==> config.mk <==
export PLATFORM = sky130hd
export DESIGN_NAME = hdlc_rx_deframer
export DESIGN_NICKNAME = d
export VERILOG_FILES = /design/src/rtl/hdlc_rx_deframer.sv
export SDC_FILE = /design/constraint.sdc
export NUM_CORES = 1
export LEC_CHECK = 0
export BUFFER_PORTS_ARGS = -buffer_cell sky130_fd_sc_hd__buf_4
export CAP_MARGIN = 5
export CORE_ASPECT_RATIO = 0.6
export CORE_MARGIN = 2
export CORE_UTILIZATION = 38
export DETAILED_ROUTE_END_ITERATION = 8
export PLACE_DENSITY_LB_ADDON = 0.3
export SETUP_SLACK_MARGIN = 0.2
export SLEW_MARGIN = 20
export SYNTH_ARGS = -nofsm -noshare
export SYNTH_HDL_FRONTEND = slang
export SYNTH_SLANG_ARGS = --single-unit
==> constraint.sdc <==
create_clock -name clk -period 27.2 [get_ports clk]
set_clock_uncertainty 0.1 [all_clocks]
set_input_delay 5.44 -clock clk [delete_from_list [all_inputs] [get_ports clk]]
set_output_delay 5.44 -clock clk [all_outputs]
set_load 0.01 [all_outputs]
==> src/rtl/hdlc_rx_deframer.sv <==
module hdlc_rx_deframer #(
  parameter int MAX_LEN = 32,
  parameter int CNT_W   = 8
) (
  input  logic             clk,
  input  logic             rst_n,
  input  logic             mode_56k,
  input  logic             oct_valid,
  input  logic [7:0]       oct_data,
  output logic             out_valid,
  output logic [7:0]       out_data,
  output logic             out_sof,
  output logic             out_eof,
  output logic             evt_good,
  output logic             evt_fcs_err,
  output logic             evt_align_err,
  output logic             evt_oversize,
  output logic             evt_abort,
  output logic [CNT_W-1:0] cnt_good,
  output logic [CNT_W-1:0] cnt_fcs_err,
  output logic [CNT_W-1:0] cnt_drop
);
  localparam int LW = $clog2(MAX_LEN + 1);
  localparam logic [15:0] RESIDUE = 16'hF0B8;

  typedef enum logic [1:0] {ZERO_HUNT, FLAG_HUNT, FLAG_SEEN, IN_FRAME} hunt_t;

  function automatic logic [15:0] crc_byte(input logic [15:0] c, input logic [7:0] d);
    logic [15:0] r;
    r = c;
    for (int k = 0; k < 8; k++)
      r = (r[0] ^ d[k]) ? ((r >> 1) ^ 16'h8408) : (r >> 1);
    return r;
  endfunction

  function automatic logic [2:0] inc_sat(input logic [2:0] v);
    return (v == 3'd7) ? v : v + 3'd1;
  endfunction

  hunt_t       st_q, st;
  logic [2:0]  ones_q, ones, bc_q, bc;
  logic [7:0]  sh_q, sh;
  logic [LW-1:0] nb_q, nb;
  logic [15:0] fcs_q, fcs;
  logic        bit_v, acc, all_ones;
  logic        wr;
  logic [LW-1:0] wr_idx;
  logic [7:0]  wr_byte;
  logic        e_good, e_fcs, e_align, e_over, e_abort;

  logic [7:0]    mem [0:MAX_LEN-1];
  logic          act_q;
  logic [LW-1:0] rd_q, last_q;

  assign all_ones = mode_56k ? (oct_data[6:0] == 7'h7F) : (oct_data == 8'hFF);

  always_comb begin
    st = st_q; ones = ones_q; bc = bc_q; sh = sh_q; nb = nb_q; fcs = fcs_q;
    bit_v = 1'b0; acc = 1'b0;
    wr = 1'b0; wr_idx = '0; wr_byte = '0;
    e_good = 1'b0; e_fcs = 1'b0; e_align = 1'b0; e_over = 1'b0; e_abort = 1'b0;
    if (oct_valid) begin
      if (all_ones) begin
        if (st_q == IN_FRAME) e_abort = 1'b1;
        st = ZERO_HUNT; ones = '0; bc = '0;
      end else begin
        for (int i = 0; i < 8; i++) begin
          if (i < 7 || !mode_56k) begin
            bit_v = oct_data[i];
            acc = 1'b0;
            case (st)
              ZERO_HUNT: begin
                if (bit_v) ones = inc_sat(ones);
                else begin ones = '0; st = FLAG_HUNT; end
              end
              FLAG_HUNT: begin
                if (bit_v) begin
                  ones = inc_sat(ones);
                  if (ones == 3'd7) st = ZERO_HUNT;
                end else begin
                  if (ones == 3'd6) begin st = FLAG_SEEN; bc = '0; sh = '0; end
                  ones = '0;
                end
              end
              default: begin
                if (bit_v) begin
                  ones = inc_sat(ones);
                  if (ones == 3'd7) begin
                    if (st == IN_FRAME) e_abort = 1'b1;
                    st = ZERO_HUNT;
                  end else acc = 1'b1;
                end else if (ones == 3'd6) begin
                  if (st == IN_FRAME) begin
                    if (bc != 3'd7) begin
                      e_align = 1'b1; st = FLAG_HUNT;
                    end else begin
                      if (fcs == RESIDUE && nb >= LW'(3)) e_good = 1'b1;
                      else e_fcs = 1'b1;
                      st = FLAG_SEEN;
                    end
                  end
                  bc = '0; sh = '0; ones = '0;
                end else if (ones == 3'd5) begin
                  ones = '0;
                end else begin
                  ones = '0; acc = 1'b1;
                end
              end
            endcase
            if (acc) begin
              sh = {bit_v, sh[7:1]};
              bc = bc + 3'd1;
              if (bc == 3'd0) begin
                if (st == FLAG_SEEN) begin
                  st = IN_FRAME; nb = LW'(1); fcs = crc_byte(16'hFFFF, sh);
                  wr = 1'b1; wr_idx = '0; wr_byte = sh;
                end else if (nb == LW'(MAX_LEN)) begin
                  e_over = 1'b1; st = FLAG_HUNT;
                end else begin
                  wr = 1'b1; wr_idx = nb; wr_byte = sh;
                  nb = nb + LW'(1); fcs = crc_byte(fcs, sh);
                end
              end
            end
          end
        end
      end
    end
  end

  always_ff @(posedge clk) begin
    if (!rst_n) begin
      st_q <= ZERO_HUNT; ones_q <= '0; bc_q <= '0; sh_q <= '0; nb_q <= '0; fcs_q <= 16'hFFFF;
      {evt_good, evt_fcs_err, evt_align_err, evt_oversize, evt_abort} <= '0;
      cnt_good <= '0; cnt_fcs_err <= '0; cnt_drop <= '0;
      act_q <= 1'b0; rd_q <= '0; last_q <= '0;
    end else begin
      st_q <= st; ones_q <= ones; bc_q <= bc; sh_q <= sh; nb_q <= nb; fcs_q <= fcs;
      {evt_good, evt_fcs_err, evt_align_err, evt_oversize, evt_abort} <=
        {e_good, e_fcs, e_align, e_over, e_abort};
      if (evt_good && cnt_good != '1) cnt_good <= cnt_good + 1'b1;
      if (evt_fcs_err && cnt_fcs_err != '1) cnt_fcs_err <= cnt_fcs_err + 1'b1;
      if ((evt_align_err || evt_oversize || evt_abort) && cnt_drop != '1)
        cnt_drop <= cnt_drop + 1'b1;
      if (e_good) begin
        act_q <= 1'b1; rd_q <= '0; last_q <= nb - LW'(3);
      end else if (act_q) begin
        if (rd_q == last_q) act_q <= 1'b0;
        else rd_q <= rd_q + LW'(1);
      end
    end
  end

  always_ff @(posedge clk)
    if (wr) mem[wr_idx] <= wr_byte;

  assign out_valid = act_q;
  assign out_data  = mem[rd_q];
  assign out_sof   = act_q && (rd_q == '0);
  assign out_eof   = act_q && (rd_q == last_q);
endmodule

==> summary.txt <==
Critical path
  – Buf+Inv Stages, Crit Path: 5
  – R2R Setup Slk: 10450 ps
  – CP Class: input port to flip-flop
  – Worst R2R End: mem[7][5]
  – Critical Path AT: 21020 ps
  – Critical-path maximum fanout: 27
  – Reg2reg start: ones_q[1]
  – R2R cell count: 51
  – Crit. Startpoint: oct_data[0]
  – CP Depth: 51
  – Family with the most delay on the worst path: simple AND/OR/NAND/NOR gates
  – Worst setup path end: mem[7][5]
  – Critical path's largest stage delay: 830 ps
  – CP most frequent cell: ha_1
  – CP max-delay cell: o21ai_1
  – Critical path required time: 27300 ps
  – Startpoint Class: input port
  – Worst Setup End Kind: flip-flop

Final layout
  – Filler Cell Count: 7294
  – Non-filler instance count after layout: 4070
  – Commonest non-fill, non-tap cell in the layout: nor2_1
  – Layout area overhead: 8.65%
  – Most frequent cells in the layout: nor2_1 (310), nand2_1 (297), edfxtp_1 (256), a21oi_1 (181), xnor2_1 (158)
  – Layout cells sized above 1: 13.1%
  – Nets: 3130

Clocking
  – CTS tree: done
  – Setup bufs post-CTS: 0
  – Clk_lat worst skew: 570 ps
  – Clk pin slew, worst setup/hold paths: 70 ps
  – CTS max path bufs: 3
  – CTS H-tree lvls: 1
  – CTS buffer count: 31
  – CTS root buf: clkbuf_16
  – Total clock sinks: 340
  – Hold Buf Count CTS: 0
  – CTS resizes: 0

STA
  – Fin crit share: 76.9%
  – FMAX: 0.0478 GHz
  – Final Critical Period: 20920 ps
  – Slew @ Worst Pin: 1250 ps
  – Unrepaired setup endpoints after global routing: false
  – Final Max Slew Viols: 0
  – Total negative setup slack: 0 ps
  – Max-slew headroom: 16.5%
  – Final setup fails: 0
  – Worst hold margin: 367 ps
  – Final hold violation count: 0

Drt
  – WL per Instance: 27.7 um
  – Via Count: 26762
  – 1st-iter DRT viols: 5128
  – Via/cell ratio: 6.58
  – Total Routed Length: 113000 um
  – # DRC: 0
  – Drt pass-1 iters: 6
  – Antenna-violating nets left: 0

GRT
  – M2 GR Usage: 31.2%
  – GRT Util Overall: 28.5%
  – Busiest metal layer after global routing: met1
  – Largest net degree at the start of global routing: 65
  – First-pass GRT wire length: 164000 um
  – Grt met3 use: 15.0%
  – GRT overflow: 0
  – Grt met1 use: 46.9%
  – Vias in the first global route: 23483
  – Initial antenna violation count: 5

Min path
  – Worst min-delay path category: flip-flop to flip-flop
  – Worst hold stages: 2

Yosys
  – Mapped Nets: 3154
  – Yosys reg bits: 340
  – Number of flops mapped to enable cells by yosys: 256
  – Yosys cell types: 139
  – Post-synth top area share: 27.1%
  – Sequential-to-total area share from yosys stat: 33.0%
  – Cell taking the most area after synthesis: edfxtp_1
  – Post-synthesis cell count: 3079
  – Synthesized area per cell: 9.23 sq um
  – Async set-or-reset flop fraction in the synthesized netlist: 0%
  – Post-Syn Area: 28400 sq um
  – Ranking of synthesized cells by area: edfxtp_1 (27%), mux4_2 (6.3%), dfxtp_1 (5.9%)
  – Synth warn: 0
  – Ys flop type: edfxtp_1

Die
  – Die height: 216 um
  – Initial core utilization: 38.5%
  – DIE AREA: 77100 sq um
  – Number of I/O pins: 52
  – Chip Width: 357 um
  – Rows: 77
  – Core area: 73800 sq um

Run status
  – Status: finished, final reports clean

Pwr
  – LEAKAGE: 10.1 nW
  – Power Dens Cells: 42.7 nW/um^2
  – Worst vdd ir: 0.0000473 V

Place
  – Gpl congestion: 1.07
  – I/O Buffers: 51
  – Placed cell count: 4007
  – HPWL Detailed: 88700 um

Job
  – # Max-Cap Violations: 0
## registers in the layout (all words and copies together), names as in the netlist, 2 cells and up, named ones only
register / count
mem: 256
fcs_q: 16
cnt_drop: 8
cnt_fcs_err: 8
cnt_good: 8
sh_q: 7
last_q: 6
nb_q: 6
rd_q: 6
bc_q: 3
ones_q: 3
st_q: 2
## metrics by stage
stage | area, sq um | setup WS (ps) | total power [mW] | utilization [%]
after floorplan | 28400 | 9530 | 0.790 | -
after global placement | 29900 | 6810 | 0.880 | 40.5
after detailed placement | 29900 | 6320 | 0.879 | 40.5
after CTS | 30800 | 6910 | 1.31 | 41.8
after global routing | 30900 | 5160 | 1.36 | 41.8
final | 30900 | 6280 | 1.32 | 41.8
## synth_stat cells, drive strengths merged, types with 13 or more instances
library cell  count
nor2            319
nand2           300
edfxtp          256
a21oi           198
o21ai           173
xnor2           165
clkbuf          110
nand3            94
nor3             89
dfxtp            84
inv              80
mux4             80
mux2i            73
xor2             70
ha               63
o22ai            58
buf              57
o211ai           56
a31oi            54
a211oi           43
nand4            36
and2             33
and3             33
a21o             31
nor4             31
mux2             27
o21a             26
nand2b           25
or2              25
or3              21
nor2b            20
o221ai           19
a221oi           18
a211o            17
a22oi            17
o31ai            16
a21boi           14
xnor3            13
## cell families (layout without fill, tap and decap cells)
| family | count (synthesis) | after routing | share of synthesized area, % |
|---|---|---|---|
| multiplexers | 180 | 180 | 10.0 |
| adder cells (fa/ha/maj) | 64 | 64 | 2.81 |
| XOR/XNOR | 251 | 251 | 8.75 |
| AND/OR/NAND/NOR | 1100 | 1100 | 19.2 |
| flip-flops | 340 | 340 | 33.0 |
| other | 0 | 3 | 0 |
| AO/OA/AOI/OAI | 896 | 896 | 22.6 |
| buffers and inverters | 248 | 249 | 3.61 |
## power by group
part | switching, mW | internal (mW)
Clock | 0.191 | 0.240
Sequential | 0.00685 | 0.553
Combinational | 0.217 | 0.111
Total | 0.415 | 0.903
## worst reg2reg max path, delay by kind of cell (launching register included)
| kind | cells | cell delay, ps |
|---|---|---|
| AND/OR/NAND/NOR | 21 | 6610 |
| AO/OA/AOI/OAI | 16 | 5460 |
| adder cells (fa/ha/maj) | 7 | 1760 |
| XOR/XNOR | 1 | 770 |
| buffers and inverters | 4 | 670 |
| flip-flops | 1 | 520 |
| multiplexers | 2 | 520 |
## metal layers
layer  up-vias  routed length, um
met2      1960              37100
li1      11754                  -
met5         -                192
met3       117              21400
met4         6               1240
met1     12925              53000
## worst min path at each step
stage                           end  startpoint  slack, ps
final                     last_q[0]   last_q[0]        370
after floorplan             bc_q[1]     bc_q[1]        330
after detailed placement  last_q[0]   last_q[0]        360
after CTS                 last_q[0]   last_q[0]        370
after global placement    last_q[0]   last_q[0]        350
after global routing      last_q[0]   last_q[0]        400
## cell type report
| type | instances | area [sq um] | share of cell area [%] |
|---|---|---|---|
| diodes | 3 | 7.51 | 0.0243 |
| clock buffers | 42 | 817 | 2.65 |
| clock inverters | 16 | 169 | 0.547 |
| inverters | 81 | 304 | 0.985 |
| multi-input cells | 2491 | 18100 | 58.8 |
| flip-flops and latches | 340 | 9380 | 30.4 |
| well taps | 987 | 1230 | 4.00 |
| repair buffers | 110 | 823 | 2.67 |
No activity file was read; power rests on OpenSTA's default activity.
